[config.mk]
export PLATFORM = sky130hd
export DESIGN_NAME = imul_imm_unit
export DESIGN_NICKNAME = d
export VERILOG_FILES = /design/src/rtl/imul_pkg.sv /design/src/rtl/imul_ctrl.sv /design/src/rtl/imul_mult.sv /design/src/rtl/imul_flags.sv /design/src/rtl/imul_imm_unit.sv
export SDC_FILE = /design/constraint.sdc
export NUM_CORES = 1
export LEC_CHECK = 0
export BUFFER_PORTS_ARGS = -buffer_cell sky130_fd_sc_hd__buf_2
export CAP_MARGIN = 10
export CORE_MARGIN = 5
export CORE_UTILIZATION = 30
export CTS_CLUSTER_DIAMETER = 120
export DETAILED_ROUTE_END_ITERATION = 12
export GPL_TIMING_DRIVEN = 0
export PLACE_DENSITY = 0.52
export SYNTH_ARGS = -nofsm -noshare
export SYNTH_HDL_FRONTEND = slang
export SYNTH_SLANG_ARGS = --single-unit
[constraint.sdc]
create_clock -name clk -period 19 [get_ports clk]
set_clock_uncertainty 0.15 [all_clocks]
set_input_delay 0.95 -clock clk [delete_from_list [all_inputs] [get_ports clk]]
set_output_delay 0.95 -clock clk [all_outputs]
set_load 0.02 [all_outputs]
[src/rtl/imul_pkg.sv]
package imul_pkg;

    localparam int IMUL_W  = 32;
    localparam int IMUL_HW = IMUL_W / 2;
    localparam int IMUL_PW = 2 * IMUL_W;
    localparam int IMUL_BW = 8;

    typedef enum logic [1:0] {
        ST_IDLE = 2'd0,
        ST_CAP  = 2'd1,
        ST_MUL  = 2'd2
    } imul_state_e;

    typedef struct packed {
        logic of;
        logic cf;
        logic sf;
        logic zf;
        logic pf;
    } imul_flags_t;

    // Operand taken at the selected width and sign-extended to IMUL_W.
    function automatic logic [IMUL_W-1:0] sext_operand(
        input logic [IMUL_W-1:0] raw,
        input logic              is_wide
    );
        if (is_wide)
            return raw;
        return {{(IMUL_W-IMUL_HW){raw[IMUL_HW-1]}}, raw[IMUL_HW-1:0]};
    endfunction

    // Immediate: byte form or operand-width form, sign-extended to IMUL_W.
    function automatic logic [IMUL_W-1:0] sext_imm(
        input logic [IMUL_W-1:0] raw,
        input logic              is_byte,
        input logic              is_wide
    );
        if (is_byte)
            return {{(IMUL_W-IMUL_BW){raw[IMUL_BW-1]}}, raw[IMUL_BW-1:0]};
        return sext_operand(raw, is_wide);
    endfunction

    function automatic logic even_parity(input logic [IMUL_BW-1:0] v);
        return ~^v;
    endfunction

endpackage

[src/rtl/imul_ctrl.sv]
module imul_ctrl
    import imul_pkg::*;
(
    input  logic              clk,
    input  logic              rst,
    input  logic              start,
    input  logic [IMUL_W-1:0] operand,
    input  logic [IMUL_W-1:0] imm_raw,
    input  logic              imm_byte,
    input  logic              wide,
    input  logic              mul_fin,
    output logic              mul_go,
    output logic [IMUL_W-1:0] a_ext,
    output logic [IMUL_W-1:0] b_ext,
    output logic              wide_q,
    output logic              busy,
    output logic              take_result
);

    imul_state_e       state;
    logic [IMUL_W-1:0] op_q;
    logic [IMUL_W-1:0] imm_q;
    logic              byte_q;

    always_ff @(posedge clk) begin
        if (rst) begin
            state  <= ST_IDLE;
            op_q   <= '0;
            imm_q  <= '0;
            byte_q <= 1'b0;
            wide_q <= 1'b0;
        end else begin
            unique case (state)
                ST_IDLE: begin
                    if (start) begin
                        op_q   <= operand;
                        imm_q  <= imm_raw;
                        byte_q <= imm_byte;
                        wide_q <= wide;
                        state  <= ST_CAP;
                    end
                end
                ST_CAP: state <= ST_MUL;
                ST_MUL: begin
                    if (mul_fin)
                        state <= ST_IDLE;
                end
                default: state <= ST_IDLE;
            endcase
        end
    end

    always_comb begin
        a_ext       = sext_operand(op_q, wide_q);
        b_ext       = sext_imm(imm_q, byte_q, wide_q);
        mul_go      = (state == ST_CAP);
        busy        = (state != ST_IDLE);
        take_result = (state == ST_MUL) && mul_fin;
    end

endmodule

[src/rtl/imul_mult.sv]
module imul_mult #(
    parameter int W         = 32,
    parameter bit ITERATIVE = 1'b1
) (
    input  logic           clk,
    input  logic           rst,
    input  logic           go,
    input  logic [W-1:0]   a,
    input  logic [W-1:0]   b,
    output logic [2*W-1:0] prod,
    output logic           fin
);

    localparam int PW = 2 * W;
    localparam int CW = $clog2(W) + 1;

    generate
        if (ITERATIVE) begin : g_shift_add
            logic [PW-1:0] acc;
            logic [PW-1:0] mcand;
            logic [W-1:0]  mplier;
            logic [W-1:0]  a_keep;
            logic [W-1:0]  b_keep;
            logic [CW-1:0] step;
            logic          run;
            logic [PW-1:0] acc_next;
            logic [PW-1:0] fix;

            always_comb begin
                acc_next = acc + (mplier[0] ? mcand : '0);
                // Unsigned product corrected to signed: subtract the
                // cross terms caused by negative operands.
                fix = (a_keep[W-1] ? {b_keep, {W{1'b0}}} : '0)
                    + (b_keep[W-1] ? {a_keep, {W{1'b0}}} : '0);
            end

            always_ff @(posedge clk) begin
                if (rst) begin
                    acc    <= '0;
                    mcand  <= '0;
                    mplier <= '0;
                    a_keep <= '0;
                    b_keep <= '0;
                    step   <= '0;
                    run    <= 1'b0;
                    prod   <= '0;
                    fin    <= 1'b0;
                end else begin
                    fin <= 1'b0;
                    if (go) begin
                        acc    <= '0;
                        mcand  <= {{W{1'b0}}, a};
                        mplier <= b;
                        a_keep <= a;
                        b_keep <= b;
                        step   <= '0;
                        run    <= 1'b1;
                    end else if (run) begin
                        acc    <= acc_next;
                        mcand  <= mcand << 1;
                        mplier <= mplier >> 1;
                        step   <= step + 1'b1;
                        if (step == CW'(W - 1)) begin
                            run  <= 1'b0;
                            prod <= acc_next - fix;
                            fin  <= 1'b1;
                        end
                    end
                end
            end
        end else begin : g_array
            logic signed [PW-1:0] full;

            always_comb full = $signed(a) * $signed(b);

            always_ff @(posedge clk) begin
                if (rst) begin
                    prod <= '0;
                    fin  <= 1'b0;
                end else begin
                    fin <= go;
                    if (go)
                        prod <= full;
                end
            end
        end
    endgenerate

endmodule

[src/rtl/imul_flags.sv]
module imul_flags
    import imul_pkg::*;
(
    input  logic [IMUL_PW-1:0] prod,
    input  logic               wide,
    output logic [IMUL_W-1:0]  res,
    output imul_flags_t        flg
);

    logic [IMUL_W:0]  hi_wide;
    logic [IMUL_HW:0] hi_narrow;
    logic             fits;

    always_comb begin
        hi_wide   = prod[IMUL_PW-1:IMUL_W-1];
        hi_narrow = prod[IMUL_W-1:IMUL_HW-1];
        fits      = wide ? ((&hi_wide)   | ~(|hi_wide))
                         : ((&hi_narrow) | ~(|hi_narrow));
        res       = wide ? prod[IMUL_W-1:0]
                         : {{(IMUL_W-IMUL_HW){1'b0}}, prod[IMUL_HW-1:0]};
        flg.of    = ~fits;
        flg.cf    = ~fits;
        flg.sf    = wide ? prod[IMUL_W-1] : prod[IMUL_HW-1];
        flg.zf    = (res == '0);
        flg.pf    = even_parity(res[IMUL_BW-1:0]);
    end

endmodule

[src/rtl/imul_imm_unit.sv]
module imul_imm_unit
    import imul_pkg::*;
#(
    parameter bit ITERATIVE = 1'b1
) (
    input  logic              clk,
    input  logic              rst,
    input  logic              start,
    input  logic [IMUL_W-1:0] operand,
    input  logic [IMUL_W-1:0] imm_raw,
    input  logic              imm_byte,
    input  logic              wide,
    output logic              busy,
    output logic              done,
    output logic [IMUL_W-1:0] result,
    output logic              flag_of,
    output logic              flag_cf,
    output logic              flag_sf,
    output logic              flag_zf,
    output logic              flag_pf
);

    logic               mul_go;
    logic               mul_fin;
    logic               take_result;
    logic               wide_q;
    logic [IMUL_W-1:0]  a_ext;
    logic [IMUL_W-1:0]  b_ext;
    logic [IMUL_PW-1:0] prod;
    logic [IMUL_W-1:0]  res_c;
    imul_flags_t        flg_c;
    imul_flags_t        flg_q;
    logic [IMUL_W-1:0]  res_q;
    logic               done_q;

    imul_ctrl u_ctrl (
        .clk         (clk),
        .rst         (rst),
        .start       (start),
        .operand     (operand),
        .imm_raw     (imm_raw),
        .imm_byte    (imm_byte),
        .wide        (wide),
        .mul_fin     (mul_fin),
        .mul_go      (mul_go),
        .a_ext       (a_ext),
        .b_ext       (b_ext),
        .wide_q      (wide_q),
        .busy        (busy),
        .take_result (take_result)
    );

    imul_mult #(
        .W         (IMUL_W),
        .ITERATIVE (ITERATIVE)
    ) u_mult (
        .clk  (clk),
        .rst  (rst),
        .go   (mul_go),
        .a    (a_ext),
        .b    (b_ext),
        .prod (prod),
        .fin  (mul_fin)
    );

    imul_flags u_flags (
        .prod (prod),
        .wide (wide_q),
        .res  (res_c),
        .flg  (flg_c)
    );

    always_ff @(posedge clk) begin
        if (rst) begin
            res_q  <= '0;
            flg_q  <= '0;
            done_q <= 1'b0;
        end else begin
            done_q <= take_result;
            if (take_result) begin
                res_q <= res_c;
                flg_q <= flg_c;
            end
        end
    end

    always_comb begin
        done    = done_q;
        result  = res_q;
        flag_of = flg_q.of;
        flag_cf = flg_q.cf;
        flag_sf = flg_q.sf;
        flag_zf = flg_q.zf;
        flag_pf = flg_q.pf;
    end

endmodule

**Word level (Yosys, flattened, before mapping)**

Index checks and enable logic that the tools add are counted.

- Register bits after elaboration: 401
- Input port bits: 69
- Logic and storage cells: 78

- $add $sub $neg: 4
- Equal/unequal tests: 5
- Multiplexer cells: 26
- Bitwise logic cells: 7
- Reduce and logical (&&, ||, !) cells: 15

Operator list:

| operator | count |
|---|---|
| 32-bit 2-to-1 mux | 11 |
| 64-bit 2-to-1 mux | 3 |
| 64-bit adder | 2 |
| 64-bit subtractor | 1 |
| 33-bit AND reduction | 1 |
| 33-bit OR reduction | 1 |
| 32-bit logical NOT | 1 |
| 17-bit AND reduction | 1 |
| 17-bit OR reduction | 1 |
| 1-bit 2-to-1 mux | 9 |
| 8-bit XNOR reduction | 1 |
| 6-bit by 1-bit adder with 6-bit output, second input constant | 1 |
| 6-bit by 5-bit == test with 1-bit output, second input constant | 1 |
| 2-bit case mux with 3 select lines | 1 |
| 1-bit NOT | 5 |
| 2-bit 2-to-1 mux | 2 |
| 2-bit AND reduction | 2 |
| 2-bit nonzero test | 2 |
| 3-bit AND reduction | 1 |
| 3-bit OR reduction | 1 |
| 2-bit by 1-bit == test with 1-bit output, second input constant | 1 |
| 2-bit == test, second input constant | 1 |
| 2-bit logical NOT | 1 |
| 2-bit by 1-bit != test with 1-bit output, second input constant | 1 |
| other kinds (4) | 5 |

**Longest topological paths before layout**

Gate-level depths: netlist of run 1.

- Depth after elaboration: 5
- Depth in mapped cells: 28
- Gate-level depth less buffers: 27

**Cells and area by module**

A second synthesis of run 1 with hierarchy kept.

- Cells, all modules: 2,693
- Area total of the unflattened synthesis: 22,789.4 µm²

Modules (own cells, without submodules):

| module | instances | cells an instance | area each (µm²) | seq. area each (µm²) |
|---|---|---|---|---|
| imul_mult | 1 | 2,060 | 17,189.0 | 5,925.7 |
| imul_ctrl | 1 | 415 | 3,612.2 | 1,361.3 |
| imul_imm_unit | 1 | 121 | 1,342.5 | 760.7 |
| imul_flags | 1 | 97 | 645.6 | 0.0 |

**Worst setup path after synthesis of run 1**

Ideal clock, no wire load.

- Kind: register to register
- Start: reg u_mult.g_shift_add.mplier[0]
- End: reg u_mult.prod[63]
- Library setup time: 0.132 ns
- Arrival time: 5.728 ns
- Required time: 18.718 ns
- Slack: 12.989 ns
- Cell stages (with the launch flop): 28
- Path buffers: 2
- Period minus slack after synthesis: 6.011 ns
- Cells stage by stage: dfxtp_1 > clkbuf_1 > clkbuf_1 > and2_1 > ha_1 > a2111o_1 > a21oi_1 > and2_1 > a221oi_2 > a21oi_1 > o21ai_1 > nand4_1 > nand2_1 > a31oi_1 > xnor2_1 > fa_1 > ha_1 > o211ai_1 > a21oi_1 > o32a_1 > a41oi_2 > o311ai_1 > a31oi_1 > inv_1 > a21oi_1 > xnor3_1 > nand2_1 > a21oi_1

- Cells in the longest elaborated chain, start to end: 3

Ends and longest elaborated chain:

| what | line | RTL |
|---|---|---|
| start: declaration | imul_mult.sv:21 | `logic [W-1:0] mplier;` |
| start signal: assignment | imul_mult.sv:61 | `mplier <= mplier >> 1;` |
| 64-bit 2-to-1 mux | imul_mult.sv:30 | `acc_next = acc + (mplier[0] ? mcand : '0);` |
| 64-bit adder | imul_mult.sv:30 |  |
| named net u_mult.g_shift_add.acc_next[33] | imul_mult.sv:26 | `logic [PW-1:0] acc_next;` |
| 64-bit subtractor | imul_mult.sv:65 | `prod <= acc_next - fix;` |
| end signal: assignment | imul_mult.sv:65 |  |
| end: declaration | imul_mult.sv:10 | `output logic [2*W-1:0] prod,` |

The timed path passes the listed nets, and every way through them passes these cells.
A chain may end at the register's enable or synchronous reset.

**Final worst setup path of run 1**

Ends and elaborated chain as after synthesis.

==> metrics.cfg, run 1 <==
[run_status]
status = finished clean

[synth]
syn_area_sq_um = 20900
ys_ff_latch = 401
synthFlopType = dfxtp_1
synth_top_area_share = 0.384
synth_top_cell_by_area = dfxtp_1
synth_cells = 2514
avgSynthCellArea_sq_um = 8.32
synth_edf_count = 0
ys_warn_count = 0
synth_cell_types = 77
yosysSeqAreaShare = 0.384
netlist_top_cells_area = dfxtp_1 38%, nand2_1 8.5%, a21oi_1 7.3%
synth_fp_nets = 2713
synthArstFlopShare = 0

[placement]
portBuffers = 106
place_congestion = 0.925
hpwl_mm = 57.0

[grt]
grt.total_usage = 0.184
grt_pass1_vias = 18000
grt_antenna_before_repair = 2
grt_max_degree = 14
busiest_layer = met2
use_met2 = 0.306
grt.met1_usage = 0.253
gr-usage-met3 = 0.0214
grt_pass1_wl_mm = 108
grt_overflow = 0

[setup_path]
r2r-end = u_mult.prod[63]
worstPathMaxFanout = 10
crit_required_ns = 19.28
crit_path_end_kind = flop
worst_setup_path_start_kind = flop
reg2reg_from = u_mult.g_shift_add.mplier[0]
path_class = reg2reg
critPathArrivalTime_ns = 8.77
reg2reg_slack_ns = 10.50
reg2reg_depth = 26

[clocking]
cts_tree = done
cts_root_buf = clkbuf_16
cts_hold_buf = 0
post-cts-setup-buffers = 0
cts-htree-levels = 2
numCtsBuffers = 46
clockBufferDepth = 3
path_clk_slew_ns = 0.06
cts.repair.resized = 0
clk-insertion-delay-late_ns = 0.59
clkSinkCount = 401

[power_and_ir_drop]
leakagePower_uw = 0.00922
vdd_ir_drop_max_mv = 0.0625
power-per-cell-area_nw_per_um2 = 84.5
totalPowerFinal_uw = 2050

[floorplan]
pin_count = 108
dieArea_sq_um = 75100
core_sq_um = 68800
die_width_um = 274
start_util = 0.304
die_height_um = 274
row_count = 96

[layout]
seq_area_sq_um = 8030
nFillCells = 7176
nets = 2867
diodes = 0
drive_gt1_frac = 0.0924
layout-area-overhead-vs-synth_pct = 16.2
multi_input_area_sq_um = 12100

[sta]
final_max_slew_viol_count = 0
fmax_mhz = 118
fin_crit_ns = 8.50
tns_ns = 0
setup_viol = 0
slew-limit-headroom = 0.251
hold_ws_ns = 0.304
worstMarginPinSlew_ns = 1.12
period_share = 0.447
rsz0062_at_grt = no
finalHoldViolCount = 0

[drt]
wl_mm = 71.2
drtIter0Drc = 1074
vias_per_cell = 5.03
vias = 18300
drc = 0
drtPass1Iterations = 5
post_drt_wl_per_cell_um = 19.6
ant_nets = 0

[hold_path]
min_to = result[28]
holdCritPathClass = reg2reg
holdCritStartpoint = result[28]
min_path_cells = 2

[flow_run]
cap_violations = 0

cells in the final DEF (no fill, tap or decap), types with 55 or more instances in the layout:
cell,netlist,routed
mux2i_1,116,116
dfxtp_1,401,401
clkbuf_1,133,140
o21ai_0,60,60
ha_1,98,98
a21oi_1,306,306
xnor2_1,56,56
inv_1,55,55
buf_2,7,113
nand2_1,474,474
nor2_1,176,176
and2_1,81,81
flip-flops by register name (all words and copies together) (netlist names):
register and cells:
u_ctrl.op_q 32, u_mult.g_shift_add.step 6, u_mult.g_shift_add.a_keep 32, flag_cf 1, done 1, u_mult.g_shift_add.acc 64, u_ctrl.imm_q 32, u_mult.g_shift_add.b_keep 32
u_mult.g_shift_add.mcand 64, u_mult.prod 64, flag_sf 1, u_ctrl.byte_q 1, u_mult.fin 1, u_mult.g_shift_add.run 1, u_ctrl.wide_q 1, u_ctrl.state 2
flag_pf 1, flag_zf 1, u_mult.g_shift_add.mplier 32, result 32
worst max-delay path, stage by stage, from the launching register on:
cell       delay, ns
dfxtp_1         0.52
clkbuf_1        0.61
clkbuf_1        0.61
and2_1          0.22
ha_1            0.27
o211ai_1        0.29
o211ai_2        0.14
a21oi_1         0.36
o2111ai_2       0.30
a311oi_4        0.52
a21oi_1         0.18
inv_1           0.07
o21ai_0         0.15
xor2_1          0.55
fa_1            0.53
ha_1            0.35
o21a_1          0.18
o21ai_0         0.26
a21oi_1         0.12
a211oi_1        0.52
o311ai_1        0.25
a31oi_1         0.30
inv_1           0.07
a21oi_1         0.20
xnor3_1         0.40
nand2_1         0.10
a21oi_1         0.07
Yosys cell counts (23+ instances only):
cell,instances
xor2_1,28
nor2_1,176
inv_1,55
a21oi_1,306
a21o_1,40
a211oi_1,42
mux2i_1,116
nand3_1,43
mux2_2,24
and2_1,81
nand4_1,30
o21ai_0,60
nand2_1,474
fa_1,32
dfxtp_1,401
ha_1,98
clkbuf_1,133
o21a_1,23
xnor2_1,56
logic make-up (layout without fill, tap and decap cells):
logic type / Yosys count / in the layout / synth area share
AOI/OAI and AO/OA: 612 / 612 / 0.183
xor gates and xnor gates: 85 / 85 / 0.0362
adders and majority gates: 130 / 130 / 0.0892
buffers and inverters: 216 / 408 / 0.0397
DFF: 401 / 401 / 0.384
muxes: 140 / 140 / 0.0684
and+or+nand+nor: 930 / 930 / 0.200
power by group:
group / internal [uW] / leakage, uW / switching (uW)
Sequential: 865 / 0.00325 / 16.4
Clock: 605 / 0.000827 / 380
Combinational: 63.4 / 0.00514 / 123
Total: 1530 / 0.00922 / 519
cell type report:
class / count / area share
Inverter: 55 / 0.00850
Clock buffer: 64 / 0.0551
Multi-Input combinational cell: 1897 / 0.496
Timing Repair Buffer: 106 / 0.0218
Sequential cell: 401 / 0.330
Buffer: 161 / 0.0257
Tap cell: 931 / 0.0479
Clock inverter: 22 / 0.0142
stage by stage:
stage | setup slack (ns) | area (sq um) | instances | utilization
finish | 10.50 | 24300 | 3637 | 0.353
global route | 10.01 | 24300 | 3637 | 0.353
CTS | 10.53 | 24300 | 3637 | 0.353
detailed placement | 10.60 | 22600 | 3551 | 0.329
global placement | 10.57 | 22600 | 3551 | 0.329
floorplan | 12.99 | 20900 | 2514 | -
metal layers:
layer  vias up  wire length, um
met2       403            32900
li1       9050                -
met5         -                0
met3        94             2780
met1      8736            33400
met4         0             2120
worst max path at each step:
stage / from / endpoint / slack (ns)
floorplan: u_mult.g_shift_add.mplier[0] / u_mult.prod[63] / 12.99
global placement: u_mult.g_shift_add.mplier[0] / u_mult.prod[63] / 10.57
detailed placement: u_mult.g_shift_add.mplier[0] / u_mult.prod[63] / 10.60
CTS: u_mult.g_shift_add.mplier[0] / u_mult.prod[63] / 10.53
global route: u_mult.g_shift_add.mplier[0] / u_mult.prod[63] / 10.01
finish: u_mult.g_shift_add.mplier[0] / u_mult.prod[63] / 10.50
(Power assumes the default switching activity.)
==> inputs of run 2 (changes only) <==
- PLACE_DENSITY: 0.52 -> 0.53
- clock period: 19 -> 7.3 ns (I/O delays scaled with it)
==> metrics.cfg, run 2 (synthesized netlist as in run 1, its figures left out) <==
[flow_run]
cap_violations = 0  ; unchanged

[sta]
fmax_mhz = 141  ; +20%
final_max_slew_viol_count = 0  ; unchanged
period_share = 0.971  ; +0.524
slew-limit-headroom = 0.234  ; -0.0178
setup_viol = 0  ; unchanged
worstMarginPinSlew_ns = 1.15  ; +0.0268 ns
fin_crit_ns = 7.09  ; -1.41 ns
finalHoldViolCount = 0  ; unchanged

[hold_path]
holdCritPathClass = in2reg
holdCritStartpoint = start

[setup_path]
critPathArrivalTime_ns = 7.35  ; -1.42 ns
reg2reg_slack_ns = 0.21  ; -10.29 ns
worstPathMaxFanout = 10  ; unchanged
crit_start = u_mult.g_shift_add.mplier[0]
reg2reg_depth = 27  ; +3.8%
critPathCapture = u_mult.prod[63]
path_class = reg2reg
worst_setup_path_start_kind = flop
reg2reg_from = u_mult.g_shift_add.mplier[0]
r2r-end = u_mult.prod[63]
crit_path_end_kind = flop
crit_required_ns = 7.56  ; -11.72 ns

[grt]
grt.total_usage = 0.185  ; +0.000962
grt_antenna_before_repair = 0  ; -2
grt_max_degree = 14  ; unchanged
grt_pass1_vias = 18100  ; +0.36%
grt_overflow = 0  ; unchanged
grt_pass1_wl_mm = 108  ; +0.39%

[drt]
drtIter0Drc = 1295  ; +21%
vias = 18600  ; +1.9%
post_drt_wl_per_cell_um = 19.3  ; -1.3%
vias_per_cell = 5.03  ; about the same
wl_mm = 71.6  ; +0.52%
drtPass1Iterations = 5  ; unchanged
ant_nets = 0  ; unchanged
drc = 0  ; unchanged

[run_status]
status = finished clean

[layout]
layout-area-overhead-vs-synth_pct = 19.7
final_cell_mix = 474 x nand2_1, 400 x dfxtp_1, 304 x a21oi_1
drive_gt1_frac = 0.0992  ; +0.00678
post-route-util = 0.364  ; +0.0107
fin_cells = 3705  ; +1.9%
fin_area_sq_um = 25000  ; +3.0%
nets = 2939  ; +2.5%
final_common_cell = nand2_1
reg.largest.list = u_mult.g_shift_add.acc x64, u_mult.g_shift_add.mcand x64, u_mult.prod x64

[power_and_ir_drop]
power.switching_uw = 1320  ; +150%
vdd_ir_drop_max_mv = 0.178  ; +190%
power_frac_seq = 0.443  ; +0.014
power_frac_clock = 0.456  ; -0.024
switching_share = 0.255  ; +0.00211
pwr-share-comb = 0.101  ; +0.010
power-per-cell-area_nw_per_um2 = 207  ; +150%
p_int_uw = 3860  ; +150%
leakagePower_uw = 0.00954  ; +3.5%

[floorplan]
start_util = 0.304  ; unchanged
die_height_um = 274  ; unchanged
die_width_um = 274  ; unchanged
core_sq_um = 68800  ; unchanged
dieArea_sq_um = 75100  ; unchanged
row_count = 96  ; unchanged
pin_count = 108  ; unchanged

[clocking]
cts-htree-levels = 2  ; unchanged
clkSinkCount = 401  ; unchanged
clockBufferDepth = 3  ; unchanged
cts_tree = done
path_clk_slew_ns = 0.06  ; about the same
numCtsBuffers = 43  ; -6.5%
cts_root_buf = clkbuf_16
clk-insertion-delay-late_ns = 0.59  ; about the same

[placement]
place_congestion = 0.910  ; -1.7%
portBuffers = 106  ; unchanged
hpwl_mm = 56.7  ; -0.57%
dp.cells = 3551  ; unchanged
dpl-instance-area_sq_um = 22600  ; unchanged

-- run 2: metrics by stage --
step	power [uW]	setup slack, ns	hold WS, ns	TNS (ns)
finish	5180	0.212	0.244	0
global route	5370	-0.0449	0.310	-0.0449
detailed placement	2830	-1.06	0.292	-9.08
global placement	2820	-1.08	0.291	-8.91
floorplan	2650	1.29	0.275	0
CTS	5230	0.000678	0.223	0
-- run 2: final cells by class --
| class | instances | area (sq um) |
|---|---|---|
| timing repair buffer | 182 | 1270 |
| inverter | 55 | 206 |
| antenna | 1 | 2.50 |
| sequential | 401 | 8030 |
| multi-input combinational | 1897 | 12200 |
| buffer | 160 | 636 |
| tap | 931 | 1160 |
| clock inverter | 14 | 240 |
| clock buffer | 64 | 1270 |
| fill | 7049 | 43800 |
-- run 2: worst min path at each step --
stage,cells after the start,endpoint,slack (ns)
after floorplan,2,u_mult.g_shift_add.b_keep[16],0.27
after global placement,2,u_mult.g_shift_add.b_keep[30],0.29
after detailed placement,2,u_mult.g_shift_add.b_keep[26],0.29
after CTS,5,u_ctrl.op_q[17],0.22
after global routing,5,u_ctrl.op_q[21],0.31
final,5,u_ctrl.op_q[13],0.24
-- run 2: metal layers --
metal | vias up | share of wire | track usage
li1 | 9188 | - | -
met4 | 0 | 0.035 | 0.0584
met2 | 439 | 0.46 | 0.311
met1 | 8918 | 0.46 | 0.250
met5 | - | 0 | 0
met3 | 91 | 0.042 | 0.0210
-- run 2: power by group through the flow --
stage	Sequential [uW]	Combinational (uW)	Clock, uW
detailed placement	2340	487	0
global route	2300	569	2500
CTS	2300	517	2420
finish	2300	523	2370
global placement	2340	483	0
floorplan	2320	321	0
-- run 2: repair_timing --
action                     in CTS  in global routing
hold endpoints to repair       66                  0
setup endpoints to repair      20                  6
hold buffers                   66                  0
setup buffers                   6                  4
pin swaps                       5                  4
resized for setup              21                 17
-- run 2: critical path: stages (launching register included) --
cell and delay (ns):
dfxtp_4 0.39, buf_6 0.17, clkbuf_4 0.22, and2_1 0.22, ha_1 0.38, nand2_1 0.13, nor4b_1 0.32, o31a_1 0.33
nor2_1 0.11, a211o_1 0.34, o31a_1 0.33, o21ai_2 0.24, a21boi_0 0.18, xnor2_2 0.18, buf_4 0.18, fa_1 0.37
ha_2 0.33, a21oi_1 0.25, o221ai_1 0.20, a211o_1 0.34, a41oi_4 0.28, o311ai_2 0.20, a31oi_1 0.24, inv_1 0.06
a21oi_1 0.20, xnor3_1 0.40, nand2_1 0.10, a21oi_1 0.07
==> inputs of run 3 (changes only) <==
- CORE_ASPECT_RATIO: unset -> 0.75
==> metrics.cfg, run 3 (synthesized netlist as in run 1, its figures left out) <==
[run_status]
status = finished clean

[setup_path]
reg2reg_slack_ns = 0.28  ; +0.07 ns
reg2reg_depth = 27  ; unchanged
r2r-end = u_mult.prod[56]
cp_slowest_stage_delay_ns = 0.48  ; +0.08 ns
path_class = reg2reg
reg2reg_from = u_mult.g_shift_add.mplier[0]
crit_cells = 27  ; unchanged
worst_setup_path_start_kind = flop
cp_top_family = compound AO/OA/AOI/OAI gates
worstPathMaxFanout = 10  ; unchanged
cp_slowest_cell = fa_1
critPathArrivalTime_ns = 7.38  ; +0.03 ns
crit_start = u_mult.g_shift_add.mplier[0]
crit_path_end_kind = flop
crit_required_ns = 7.65  ; +0.09 ns
critical_path_buf_inv_count = 2  ; -2

[power_and_ir_drop]
vdd_ir_drop_max_mv = 0.182  ; +2.0%
leakagePower_uw = 0.00948  ; -0.58%
power-per-cell-area_nw_per_um2 = 199  ; -3.7%

[placement]
place_congestion = 0.936  ; +2.8%
hpwl_mm = 58.0  ; +2.3%
portBuffers = 106  ; unchanged

[sta]
tns_ns = 0  ; unchanged
slew-limit-headroom = 0.114  ; -0.119
hold_ws_ns = 0.229  ; -0.0149 ns
finalHoldViolCount = 0  ; unchanged
worstMarginPinSlew_ns = 1.33  ; +0.179 ns
rsz0062_at_grt = no
period_share = 0.962  ; -0.00916
final_max_slew_viol_count = 0  ; unchanged
setup_viol = 0  ; unchanged
fmax_mhz = 142  ; +0.95%
fin_crit_ns = 7.02  ; -0.0669 ns

[clocking]
clockBufferDepth = 3  ; unchanged
numCtsBuffers = 44  ; +2.3%
cts_tree = done
path_clk_slew_ns = 0.06  ; about the same
cts-htree-levels = 2  ; unchanged
cts_root_buf = clkbuf_16
clkSinkCount = 401  ; unchanged
clk-insertion-delay-late_ns = 0.60  ; about the same

[floorplan]
dieArea_sq_um = 75200  ; about the same
pin_count = 108  ; unchanged
die_height_um = 239  ; -13%
core_sq_um = 68700  ; -0.11%
row_count = 83  ; -14%
start_util = 0.304  ; +0.000343
die_width_um = 315  ; +15%

[hold_path]
min_to = u_ctrl.op_q[14]
min_path_cells = 5  ; unchanged
holdCritPathClass = in2reg
holdCritStartpoint = start

[layout]
nets = 2940  ; +0.034%
layout-area-overhead-vs-synth_pct = 19.3
diodes = 0  ; -1
reg.largest.list = u_mult.g_shift_add.acc x64, u_mult.g_shift_add.mcand x64, u_mult.prod x64
drive_gt1_frac = 0.100  ; +0.000829
final_cell_mix = 474 x nand2_1, 400 x dfxtp_1, 301 x a21oi_1
final_common_cell = nand2_1

[drt]
vias = 18800  ; +0.93%
post_drt_wl_per_cell_um = 19.7  ; +1.8%
drc = 0  ; unchanged
drtPass1Iterations = 8  ; +3
vias_per_cell = 5.08  ; +0.93%
ant_nets = 0  ; unchanged
wl_mm = 72.9  ; +1.8%
drtIter0Drc = 1454  ; +12%

[grt]
grt_pass1_wl_mm = 111  ; +2.2%
grt_overflow = 0  ; unchanged
grt.total_usage = 0.190  ; +0.00455
grt_antenna_before_repair = 3  ; +3
grt_pass1_vias = 18200  ; +0.82%
grt_max_degree = 14  ; unchanged

[flow_run]
cap_violations = 0  ; unchanged

## run 3: cell types whose count changed in the layout (fill, tap and decap cells not counted), sizes merged
cell	before	now
clkinvlp	2	3
inv	56	57
diode	1	0
clkinv	5	8
bufinv	6	0
clkbuf	195	193
## run 3: stage by stage
stage | power [uW] | utilization | setup slack [ns] | instance area, sq um | std cells
after floorplan | 2650 | - | 1.29 | 20900 | 2514
after global placement | 2820 | 0.329 | -1.12 | 22600 | 3555
after detailed placement | 2830 | 0.329 | -1.09 | 22600 | 3555
after CTS | 5010 | 0.360 | 0.0199 | 24800 | 3699
after global routing | 5170 | 0.363 | 0.0106 | 25000 | 3705
final | 4980 | 0.363 | 0.279 | 25000 | 3705
## run 3: what timing repair did
action,CTS,global route
endpoints found under the setup margin,22,6
buffers inserted,3,6
pin swaps,2,9
hold buffers,66,0
resized for setup,19,28
hold endpoints to repair,66,0
## run 3: area by class of cell
cell class | instances | area (sq um)
Multi-Input combinational cell | 1897 | 12300
Timing Repair Buffer | 181 | 1260
Fill cell | 7190 | 43800
Tap cell | 935 | 1170
Sequential cell | 401 | 8030
Buffer | 161 | 648
Inverter | 55 | 206
Clock buffer | 62 | 1250
Clock inverter | 13 | 130
## run 3: power by group
group,total [uW],leakage (uW),switching [uW],internal (uW)
Sequential,2300,0.00325,46.7,2250
Combinational,523,0.00557,330,193
Clock,2150,0.000667,954,1200
## run 3: worst max-delay path by stage
stage	endpoint	slack [ns]
2_1_floorplan	u_mult.prod[63]	1.29
3_3_place_gp	u_mult.prod[63]	-1.12
3_5_place_dp	u_mult.prod[63]	-1.09
4_1_cts	u_mult.prod[63]	0.02
5_1_grt	u_mult.prod[56]	0.01
6_report	u_mult.prod[56]	0.28
## run 3: worst reg2reg max path: stages (launching register included)
cell and delay, ns:
dfxtp_4 0.41, buf_8 0.18, and2_1 0.15, ha_2 0.21
inv_1 0.07, fa_1 0.44, nor2b_1 0.17, o31a_1 0.24
o31a_1 0.38, o311ai_4 0.17, and3_1 0.27, o21ai_2 0.28
a21oi_1 0.16, nor3_1 0.16, nor2_1 0.10, xnor2_2 0.32
fa_1 0.49, ha_1 0.23, or3_1 0.35, o32a_1 0.42
a41oi_4 0.33, nor3b_2 0.11, a21bo_2 0.26, a21oi_2 0.18
o21bai_1 0.13, xnor2_1 0.26, nand2_1 0.12, a21oi_1 0.18
## run 3: layer usage
layer | routed length [um] | GRT usage | up-vias | share of wire
met2 | 28400 | 0.266 | 579 | 0.39
met1 | 36800 | 0.291 | 8932 | 0.51
met4 | 2170 | 0.0557 | 0 | 0.030
met5 | 0 | 0 | - | 0
met3 | 5520 | 0.0389 | 108 | 0.076
li1 | - | - | 9190 | -
